### config.mk
export PLATFORM = sky130hd
export DESIGN_NAME = dbgModeGate
export DESIGN_NICKNAME = d
export VERILOG_FILES = /design/src/rtl/dbg_pkg.sv /design/src/rtl/dbgModeCtl.sv /design/src/rtl/dbgKeyPath.sv /design/src/rtl/dbgModeGate.sv
export SDC_FILE = /design/constraint.sdc
export NUM_CORES = 1
export LEC_CHECK = 0
export ABC_CLOCK_PERIOD_IN_PS = 1800
export BUFFER_PORTS_ARGS = -buffer_cell sky130_fd_sc_hd__buf_2
export CAP_MARGIN = 20
export CORE_MARGIN = 4
export CORE_UTILIZATION = 25
export DETAILED_ROUTE_END_ITERATION = 10
export PLACE_DENSITY = 0.77
export SLEW_MARGIN = 20
export SYNTH_ARGS = -nofsm -noshare
export SYNTH_HDL_FRONTEND = slang
export SYNTH_SLANG_ARGS = --single-unit
### constraint.sdc
create_clock -name clk -period 1.8 [get_ports clk]
set_clock_uncertainty 0.05 [all_clocks]
set_input_delay 0.45 -clock clk [delete_from_list [all_inputs] [get_ports clk]]
set_output_delay 0.45 -clock clk [all_outputs]
set_load 0.01 [all_outputs]
### src/rtl/dbg_pkg.sv
package dbg_pkg;
  typedef enum logic [1:0] {
    MODE_IDLE = 2'b00,
    MODE_WIRE = 2'b01,
    MODE_JTAG = 2'b10
  } dbgMode_t;

  typedef enum logic [1:0] {
    CLK_NONE = 2'b00,
    CLK_WIRE = 2'b01,
    CLK_TCK  = 2'b10
  } dbgClk_t;

  // strobes passed from control to the key datapath
  typedef struct packed {
    logic clearLock;   // close the gate at the next edge
    logic keyWindow;   // a key strobe may open the gate
  } ctlStrobe_t;
endpackage

### src/rtl/dbgModeCtl.sv
module dbgModeCtl
  import dbg_pkg::*;
(
  input  logic       clk,
  input  logic       rstN,
  input  logic       wireEn,
  input  logic       jtagEn,
  input  logic       nvmCtlEn,
  output dbgMode_t   modeQ,
  output dbgClk_t    clkSel,
  output logic       ctlReset,
  output ctlStrobe_t strobe
);
  dbgMode_t modeNext;
  logic     modeChange;

  // fixed priority: two-wire layer over JTAG
  always_comb begin
    if (wireEn)      modeNext = MODE_WIRE;
    else if (jtagEn) modeNext = MODE_JTAG;
    else             modeNext = MODE_IDLE;
  end

  assign modeChange = (modeNext != modeQ);

  always_ff @(posedge clk or negedge rstN) begin
    if (!rstN) begin
      modeQ    <= MODE_IDLE;
      ctlReset <= 1'b0;
    end else begin
      modeQ    <= modeNext;
      ctlReset <= modeChange;
    end
  end

  always_comb begin
    unique case (modeQ)
      MODE_WIRE: clkSel = CLK_WIRE;
      MODE_JTAG: clkSel = CLK_TCK;
      default:   clkSel = CLK_NONE;
    endcase
  end

  always_comb begin
    strobe.clearLock = modeChange || (modeNext == MODE_IDLE) || !nvmCtlEn;
    strobe.keyWindow = !strobe.clearLock;
  end
endmodule

### src/rtl/dbgKeyPath.sv
module dbgKeyPath
  import dbg_pkg::*;
#(
  parameter int              KEY_WIDTH   = 64,
  parameter int              CHUNK_WIDTH = 16,
  parameter logic [KEY_WIDTH-1:0] KEY_VALUE = 64'h1F2E_3D4C_5B6A_7988
) (
  input  logic                 clk,
  input  logic                 rstN,
  input  logic                 keyStrobe,
  input  logic [KEY_WIDTH-1:0] keyValue,
  input  logic                 nvmCtlEn,
  input  logic                 busReq,
  input  logic                 busIsNvm,
  input  ctlStrobe_t           strobe,
  output logic                 progMode,
  output logic                 busGrant
);
  localparam int NUM_CHUNKS = (KEY_WIDTH + CHUNK_WIDTH - 1) / CHUNK_WIDTH;
  localparam int PAD_WIDTH  = NUM_CHUNKS * CHUNK_WIDTH;

  logic [PAD_WIDTH-1:0]  keyPad;
  logic [PAD_WIDTH-1:0]  refPad;
  logic [NUM_CHUNKS-1:0] chunkHit;
  logic                  keyMatch;

  assign keyPad = PAD_WIDTH'(keyValue);
  assign refPad = PAD_WIDTH'(KEY_VALUE);

  // the key compare is split into narrow slices, then AND-reduced
  for (genvar i = 0; i < NUM_CHUNKS; i++) begin : g_chunk
    assign chunkHit[i] = (keyPad[i*CHUNK_WIDTH +: CHUNK_WIDTH] ==
                          refPad[i*CHUNK_WIDTH +: CHUNK_WIDTH]);
  end

  assign keyMatch = &chunkHit;

  always_ff @(posedge clk or negedge rstN) begin
    if (!rstN)                                       progMode <= 1'b0;
    else if (strobe.clearLock)                       progMode <= 1'b0;
    else if (strobe.keyWindow && keyStrobe && keyMatch) progMode <= 1'b1;
  end

  assign busGrant = busReq && progMode && (!busIsNvm || nvmCtlEn);
endmodule

### src/rtl/dbgModeGate.sv
module dbgModeGate
  import dbg_pkg::*;
#(
  parameter int KEY_WIDTH   = 64,
  parameter int CHUNK_WIDTH = 16,
  parameter logic [KEY_WIDTH-1:0] KEY_VALUE = 64'h1F2E_3D4C_5B6A_7988
) (
  input  logic                 clk,
  input  logic                 rstN,
  input  logic                 wireEn,
  input  logic                 jtagEn,
  input  logic                 keyStrobe,
  input  logic [KEY_WIDTH-1:0] keyValue,
  input  logic                 nvmCtlEn,
  input  logic                 busReq,
  input  logic                 busIsNvm,
  output logic [1:0]           mode,
  output logic [1:0]           clkSel,
  output logic                 ctlReset,
  output logic                 progMode,
  output logic                 busGrant
);
  dbgMode_t   modeQ;
  dbgClk_t    clkQ;
  ctlStrobe_t strobe;

  dbgModeCtl u_ctl (
    .clk      (clk),
    .rstN     (rstN),
    .wireEn   (wireEn),
    .jtagEn   (jtagEn),
    .nvmCtlEn (nvmCtlEn),
    .modeQ    (modeQ),
    .clkSel   (clkQ),
    .ctlReset (ctlReset),
    .strobe   (strobe)
  );

  dbgKeyPath #(
    .KEY_WIDTH   (KEY_WIDTH),
    .CHUNK_WIDTH (CHUNK_WIDTH),
    .KEY_VALUE   (KEY_VALUE)
  ) u_key (
    .clk       (clk),
    .rstN      (rstN),
    .keyStrobe (keyStrobe),
    .keyValue  (keyValue),
    .nvmCtlEn  (nvmCtlEn),
    .busReq    (busReq),
    .busIsNvm  (busIsNvm),
    .strobe    (strobe),
    .progMode  (progMode),
    .busGrant  (busGrant)
  );

  assign mode   = modeQ;
  assign clkSel = clkQ;
endmodule

Word level (Yosys, flattened, before mapping)
Index checks and enable logic that the tools add are counted.
{ "totals": {"reg_bits": 4, "output_inout_bits": 7} }
{ "classes": {"n_mux": 5, "reduce_logical": 13, "eq_ne": 7} }
{ "op_table": {"columns": ["op", "count"], "rows": [
  ["$eq A16 B15 Y1 const B", 2],
  ["$eq A16 B13 Y1 const B", 1],
  ["$eq A16 B14 Y1 const B", 1],
  ["$logic_and A1 B1 Y1", 4],
  ["$mux W2", 2],
  ["$pmux W2 S2", 1],
  ["$reduce_and A4 Y1", 1],
  ["$logic_not A1 Y1", 3],
  ["$logic_or A1 B1 Y1", 3],
  ["$eq A2 B1 Y1 const B", 1],
  ["$eq A2 B2 Y1 const B", 1],
  ["$logic_not A2 Y1", 1],
  ["$mux W1", 2],
  ["$ne A2 B2 Y1", 1],
  ["$reduce_bool A2 Y1", 1]
]} }

Depth between registers and ports, before layout
Gate-level depths: netlist of run 1.
{ "logic_depth": {"ltp_word": 10, "ltp_mapped": 4, "mapped_depth_nobuf": 4} }

Modules after synthesis
Synthesis of run 1 repeated with hierarchy kept, for this count alone.
{ "unflattened": {"cells_unflattened": 45, "area_unflattened_um2": 394.1} }
{ "modules_own_cells": {"columns": ["module", "cells_each", "area_per_inst_um2", "seq_area_each_um2", "n_inst"], "rows": [
  ["dbgKeyPath", 32, 249.0, 25.0, 1],
  ["dbgModeCtl", 13, 145.1, 75.1, 1]
]} }

Worst setup path after synthesis of run 1
OpenSTA, ideal clock, no wires.
{ "synth_timing": {"kind": "input to register", "startpoint": "input port keyValue[31]", "endpoint": "register u_key.progMode", "slack_ns": 0.282, "arrival_ns": 1.386, "path_buffers": 0, "required_time_ns": 1.668, "stages": 4, "path_cell_list": "or4_4 nor4_2 nand4_1 o22ai_1"} }
{ "synth_via": {"elab_chain_len": 4} }
{ "synth_rtl": {"columns": ["item", "line", "source"], "rows": [
  ["from (decl)", "dbgModeGate.sv:13", "input logic [KEY_WIDTH-1:0] keyValue,"],
  ["$eq A16 B15 Y1", "dbgKeyPath.sv:32", "assign chunkHit[i] = (keyPad[i*CHUNK_WIDTH +: CHUNK_WIDTH] =="],
  ["$reduce_and A4 Y1", "dbgKeyPath.sv:36", "assign keyMatch = &chunkHit;"],
  ["$logic_and A1 B1 Y1", "dbgKeyPath.sv:41", "else if (strobe.keyWindow && keyStrobe && keyMatch) progMode <= 1'b1;"],
  ["$reduce_bool A2 Y1 (no line)", null, null],
  ["to (signal assigned)", "dbgKeyPath.sv:39", "if (!rstN) progMode <= 1'b0;"],
  ["to (signal assigned)", "dbgKeyPath.sv:40", "else if (strobe.clearLock) progMode <= 1'b0;"],
  ["to (signal assigned)", "dbgKeyPath.sv:41", null],
  ["to (decl)", "dbgKeyPath.sv:16", "output logic progMode,"]
]} }
Every way passes these cells.
A chain may end at the register's enable or synchronous reset.

Worst setup path in the final report of run 1
Same ends and word-level chain as after synthesis.

==> results of run 1 <==
[worst reg2reg max path: stages (launching register included)]
cell and delay (ns):
dfrtp_1 0.42, and4bb_1 0.31, o21ai_1 0.09, or3_1 0.37, o22ai_1 0.10
[final timing paths]
check                                        endpoint  slack (ns)
setup / recovery           u_key.progMode$_DFFE_PN0P_        0.35
hold / removal               u_ctl.modeQ[0]$_DFF_PN0_        0.34
setup reg to reg           u_key.progMode$_DFFE_PN0P_        0.37
hold reg to reg            u_key.progMode$_DFFE_PN0P_        0.51
max in group asynchronous  u_key.progMode$_DFFE_PN0P_        1.06
min in group asynchronous    u_ctl.modeQ[1]$_DFF_PN0_        0.52
[metal layers]
layer	vias up	global-route usage, %	share of wire [%]
met5	-	0	0
met4	0	6.28	0
met3	0	2.14	13
met2	48	28.5	57
met1	293	12.9	30
li1	344	-	-
[kinds of logic (layout without fill, tap and decap cells)]
kind of cell | count (synthesis) | after routing | share of synthesized area, %
compound gates | 4 | 4 | 5.07
simple gates | 34 | 34 | 69.3
flops | 4 | 4 | 23.9
buf+inv | 2 | 84 | 1.79
[through the flow]
| step | cell area, um2 | power (mW) | worst slack (ns) | hold slack (ns) | instances |
|---|---|---|---|---|---|
| after floorplan | 419 | 0.127 | 0.282 | 0.104 | 44 |
| after global placement | 830 | 0.209 | 0.147 | 0.208 | 138 |
| after detailed placement | 830 | 0.214 | 0.111 | 0.207 | 138 |
| after CTS | 862 | 0.332 | 0.351 | 0.335 | 142 |
| after global routing | 862 | 0.350 | 0.256 | 0.340 | 142 |
| final | 862 | 0.325 | 0.354 | 0.340 | 142 |
[cell usage in the layout, fill, tap and decap left out, types with 2 or more instances in the layout]
cell type	synthesis	routed
nor2_1	5	5
dfrtp_1	4	4
nor2b_1	3	3
nand4bb_1	3	3
inv_1	2	2
nand4b_1	4	4
nand4_1	2	2
clkbuf_4	0	3
nand2_1	3	3
a21oi_1	2	2
buf_2	0	78
[state kept, by name, indices dropped and copies added, names as in the netlist]
signal          flops
u_ctl.ctlReset      1
u_ctl.modeQ         2
u_key.progMode      1
[power groups by stage]
stage               Clock [mW]  Combinational (mW)  Sequential, mW
floorplan                    0              0.0260           0.101
global placement             0               0.110          0.0990
detailed placement           0               0.114          0.0994
CTS                      0.117               0.116          0.0982
global route             0.123               0.128          0.0987
finish                   0.112               0.115          0.0982
[layout make-up]
class,instances,area [um2]
timing repair buffer,79,400
sequential,4,100
inverter,2,7.51
multi-input combinational,38,312
fill,149,679
tap,16,20.0
clock buffer,3,22.5
==> impl_metrics.env, run 1 <==
export IMPL_cts_resized=0
export IMPL_synth_edf_count=0
export IMPL_vias_per_cell=4.82
export IMPL_synth_area_leaders="dfrtp_1, nand4b_1, nand4bb_1, nand4_4, nor4_4"
export IMPL_drv_cap=0
export IMPL_internal_power_mw=0.244
export IMPL_status="completed"
export IMPL_io_buffers=78
export IMPL_pwr_share_seq_pct=30.2
export IMPL_p_sw_mw=0.0806
export IMPL_syn_area_um2=419
export IMPL_grt_pass1_wl_um=2760
export IMPL_critPathMaxStageDelay_ns=0.53
export IMPL_fp_dieH_um=48.9
export IMPL_gr_total_overflow=0
export IMPL_grt_pass1_vias=745
export IMPL_hold_violations=0
export IMPL_drtIter0Drc=5
export IMPL_pin_count=79
export IMPL_grt_max_degree=8
export IMPL_min_path_type="primary input to flop"
export IMPL_clock_latency_ns=0.23
export IMPL_antennaDiodeCount=0
export IMPL_root_buffer="clkbuf_4"
export IMPL_p_comb_share_pct=35.4
export IMPL_hpwl_um=1610
export IMPL_die_area_um2=2400
export IMPL_drt_pass1_iterations=2
export IMPL_synth_seq_area_share_pct=23.9
export IMPL_die_x_um=48.9
export IMPL_critical_path_arrival_ns=1.55
export IMPL_final_antenna_net_count=0
export IMPL_cts_made_buffers=3
export IMPL_clk_pin_slew_ns=0.04
export IMPL_synthTopCellsByCount="nor2_1, dfrtp_1, nand4b_1"
export IMPL_cts_num_sinks=4
export IMPL_syn_nets=116
export IMPL_drive_gt1_share_pct=69.0
export IMPL_synth_top_area_share_pct=23.9
export IMPL_drcViolationCount=0
export IMPL_synth_yosys_warnings=0
export IMPL_num_vias=685
export IMPL_gp_congestion=0.698
export IMPL_worst_slew_pin_slew_ns=0.296
export IMPL_postRouteWirelength_um=1740
export IMPL_synthFlopType="dfrtp_1"
export IMPL_final_core_util_pct=55.9
export IMPL_end_kind="flop"
export IMPL_min_path_cells=1
export IMPL_synth_cells=44
export IMPL_critPathLaunchType="primary input"
export IMPL_slowest_stage="or4_4"
export IMPL_cts_htree_levels=1
export IMPL_post_cts_setup_buffers=0
export IMPL_p_leak_nw=0.465
export IMPL_crit_start="keyValue[31]"
export IMPL_cp_depth=5
export IMPL_clockPowerShare_pct=34.4
export IMPL_pwr_density_cell_nw_per_um2=377
export IMPL_worst_path_buf_inv=1
export IMPL_yosysTopAreaCell="dfrtp_1"
export IMPL_rsz0062_at_grt="no"
export IMPL_required_ns=1.90
export IMPL_fin_setup_tns_ns=0
export IMPL_track_usage_pct=13.9
export IMPL_syn_avg_cell_area_um2=9.53
export IMPL_post_route_min_period_ns=1.45
export IMPL_cts_hold_buffers=1
export IMPL_relSlewSlack_pct=80.0
export IMPL_start_util_pct=27.2
export IMPL_post_route_period_util_pct=80.3
export IMPL_cts_tree="yes"
export IMPL_r2r_start="u_ctl.modeQ[0]$_DFF_PN0_"
export IMPL_cts_max_path_buffers=2
export IMPL_syn_to_final_growth_pct=106
export IMPL_cp_max_fo=1
export IMPL_peakVddDrop_v=0.000196
export IMPL_worstRegToRegCells=4
export IMPL_setup_viol=0
export IMPL_path_delay_family="simple AND/OR/NAND/NOR gates"
export IMPL_antenna_found_initial=0
export IMPL_wire_per_inst_um=12.2
export IMPL_clock_fmax_mhz=692
export IMPL_yosys_cell_types_count=25
export IMPL_path_class="primary input to flop"
export IMPL_path_cells="buf_2 > or4_4 > nor4_2 > nand4_1 > o22ai_1"
export IMPL_p_sw_share_pct=24.8
export IMPL_async_flop_share_pct=100
export IMPL_nets=200
export IMPL_rows=14
export IMPL_ys_ff_latch=4
export IMPL_synth_most_common_cell="nor2_1"
export IMPL_core_area_um2=1540
export IMPL_maxSlewViolCount=0
export IMPL_min_delay_start="wireEn"
No activity file was read; power rests on OpenSTA's default activity.
==> run 2: changes to the inputs <==
--- a/config.mk
+++ b/config.mk
@@ -5,7 +5,7 @@
 export SDC_FILE = /design/constraint.sdc
 export NUM_CORES = 1
 export LEC_CHECK = 0
-export ABC_CLOCK_PERIOD_IN_PS = 1800
+export ABC_CLOCK_PERIOD_IN_PS = 1400
 export BUFFER_PORTS_ARGS = -buffer_cell sky130_fd_sc_hd__buf_2
 export CAP_MARGIN = 20
 export CORE_MARGIN = 4
==> constraint.sdc (replaced) <==
create_clock -name clk -period 1.4 [get_ports clk]
set_clock_uncertainty 0.05 [all_clocks]
set_input_delay 0.35 -clock clk [delete_from_list [all_inputs] [get_ports clk]]
set_output_delay 0.35 -clock clk [all_outputs]
set_load 0.01 [all_outputs]
==> impl_metrics.env, run 2 (synthesis gave the netlist of run 1 again) <==
export IMPL_core_area_um2=1540
export IMPL_clockPowerShare_pct=32.0
export IMPL_pwr_share_seq_pct=27.9
export IMPL_pwr_density_cell_nw_per_um2=456
export IMPL_maxSlewViolCount=0
export IMPL_track_usage_pct=13.7
export IMPL_vias_per_cell=4.75
export IMPL_grt_max_degree=6
export IMPL_drive_gt1_share_pct=73.9
export IMPL_grt_pass1_wl_um=2750
export IMPL_gr_total_overflow=0
export IMPL_post_route_period_util_pct=98.5
export IMPL_hold_violations=0
export IMPL_min_path_type="primary input to flop"
export IMPL_critical_path_arrival_ns=0.98
export IMPL_die_area_um2=2400
export IMPL_peakVddDrop_v=0.000299
export IMPL_pin_count=79
export IMPL_cts_htree_levels=1
export IMPL_gp_congestion=0.719
export IMPL_drt_pass1_iterations=2
export IMPL_finalInstanceArea_um2=977
export IMPL_cts_tree="yes"
export IMPL_die_x_um=48.9
export IMPL_critPathLaunchType="flop"
export IMPL_hpwl_um=1520
export IMPL_drtIter0Drc=1
export IMPL_internal_power_mw=0.335
export IMPL_worstRegToRegCells=5
export IMPL_num_vias=713
export IMPL_end_kind="output port"
export IMPL_relSlewSlack_pct=81.3
export IMPL_largest_reg_flops=2
export IMPL_final_antenna_net_count=0
export IMPL_cts_num_sinks=4
export IMPL_syn_to_final_growth_pct=133
export IMPL_rsz0062_at_grt="yes"
export IMPL_required_ns=1.00
export IMPL_final_core_util_pct=63.4
export IMPL_clock_fmax_mhz=725
export IMPL_dpl_cell_area_um2=860
export IMPL_p_sw_mw=0.111
export IMPL_nets=208
export IMPL_final_cell_mix="buf_2, nor2_1, buf_6, buf_4"
export IMPL_postRouteWirelength_um=1770
export IMPL_antennaDiodeCount=0
export IMPL_p_leak_nw=0.525
export IMPL_min_path_cells=1
export IMPL_clk_pin_slew_ns=0.04
export IMPL_cts_made_buffers=3
export IMPL_post_route_min_period_ns=1.38
export IMPL_antenna_found_initial=0
export IMPL_clock_latency_ns=0.23
export IMPL_grt_pass1_vias=719
export IMPL_path_class="flop to output port"
export IMPL_fp_dieH_um=48.9
export IMPL_top_register="u_ctl.modeQ"
export IMPL_status="completed"
export IMPL_final_common_cell="buf_2"
export IMPL_drcViolationCount=0
export IMPL_p_comb_share_pct=40.1
export IMPL_drv_cap=0
export IMPL_rows=14
export IMPL_worst_slew_pin_slew_ns=0.277
export IMPL_cp_max_fo=4
export IMPL_p_sw_share_pct=24.8
export IMPL_setup_viol=0
export IMPL_wire_per_inst_um=11.8
export IMPL_io_buffers=78
export IMPL_cts_max_path_buffers=2
export IMPL_root_buffer="clkbuf_4"
export IMPL_start_util_pct=27.2
export IMPL_reg_largest_list="u_ctl.modeQ: 2 flops, u_ctl.ctlReset: 1 flops, u_key.progMode: 1 flops"
==> run 2: timing repair <==
item / CTS / global route
resized for setup: 1 / 10
pin swaps: 3 / 2
hold buffers: 1 / 0
hold endpoints to repair: 4 / 0
buffers inserted: 2 / 2
endpoints found under the setup margin: 3 / 3
==> run 2: metrics by stage <==
step	setup WS, ns	TNS, ns	hold WS, ns	instances	power, mW
2_1_floorplan	-0.0182	-0.0182	0.00441	44	0.163
3_3_place_gp	-0.157	-0.157	0.113	142	0.277
3_5_place_dp	-0.193	-0.193	0.114	142	0.281
4_1_cts	-0.0126	-0.0126	0.228	148	0.435
5_1_grt	-0.0511	-0.102	0.230	150	0.476
6_report	0.0210	0	0.235	150	0.446
==> run 2: critical path, stage by stage, from the launching register on <==
cell	delay (ns)
dfrtp_1	0.38
buf_6	0.13
nor2b_1	0.11
buf_2	0.13
==> run 2: final cells by class <==
cell class	count	area [um2]
Sequential cell	4	100
Fill cell	130	564
Tap cell	16	20.0
Clock buffer	3	22.5
Timing Repair Buffer	87	484
Multi-Input combinational cell	38	343
Inverter	2	7.51
==> run 2: metal layers <==
metal | GRT usage (%) | wire (um)
met1 | 14.2 | 566
met3 | 3.36 | 242
met5 | 0 | 0
met2 | 26.3 | 964
met4 | 4.04 | 0
==> run 2: worst paths after layout <==
kind | startpoint | end | slack, ns
max | u_ctl.modeQ[1]$_DFF_PN0_ | clkSel[1] | 0.02
min | wireEn | u_ctl.modeQ[0]$_DFF_PN0_ | 0.24
max reg2reg | u_ctl.modeQ[1]$_DFF_PN0_ | u_key.progMode$_DFFE_PN0P_ | 0.03
min reg2reg | u_key.progMode$_DFFE_PN0P_ | u_key.progMode$_DFFE_PN0P_ | 0.55
max in group asynchronous | rstN | u_ctl.modeQ[0]$_DFF_PN0_ | 0.75
min in group asynchronous | rstN | u_key.progMode$_DFFE_PN0P_ | 0.42
==> run 2: power groups by stage <==
stage	Combinational (mW)	Sequential, mW	Clock, mW
2_1_floorplan	0.0335	0.130	0
3_3_place_gp	0.151	0.125	0
3_5_place_dp	0.156	0.126	0
4_1_cts	0.163	0.124	0.148
5_1_grt	0.197	0.125	0.154
6_report	0.179	0.124	0.142
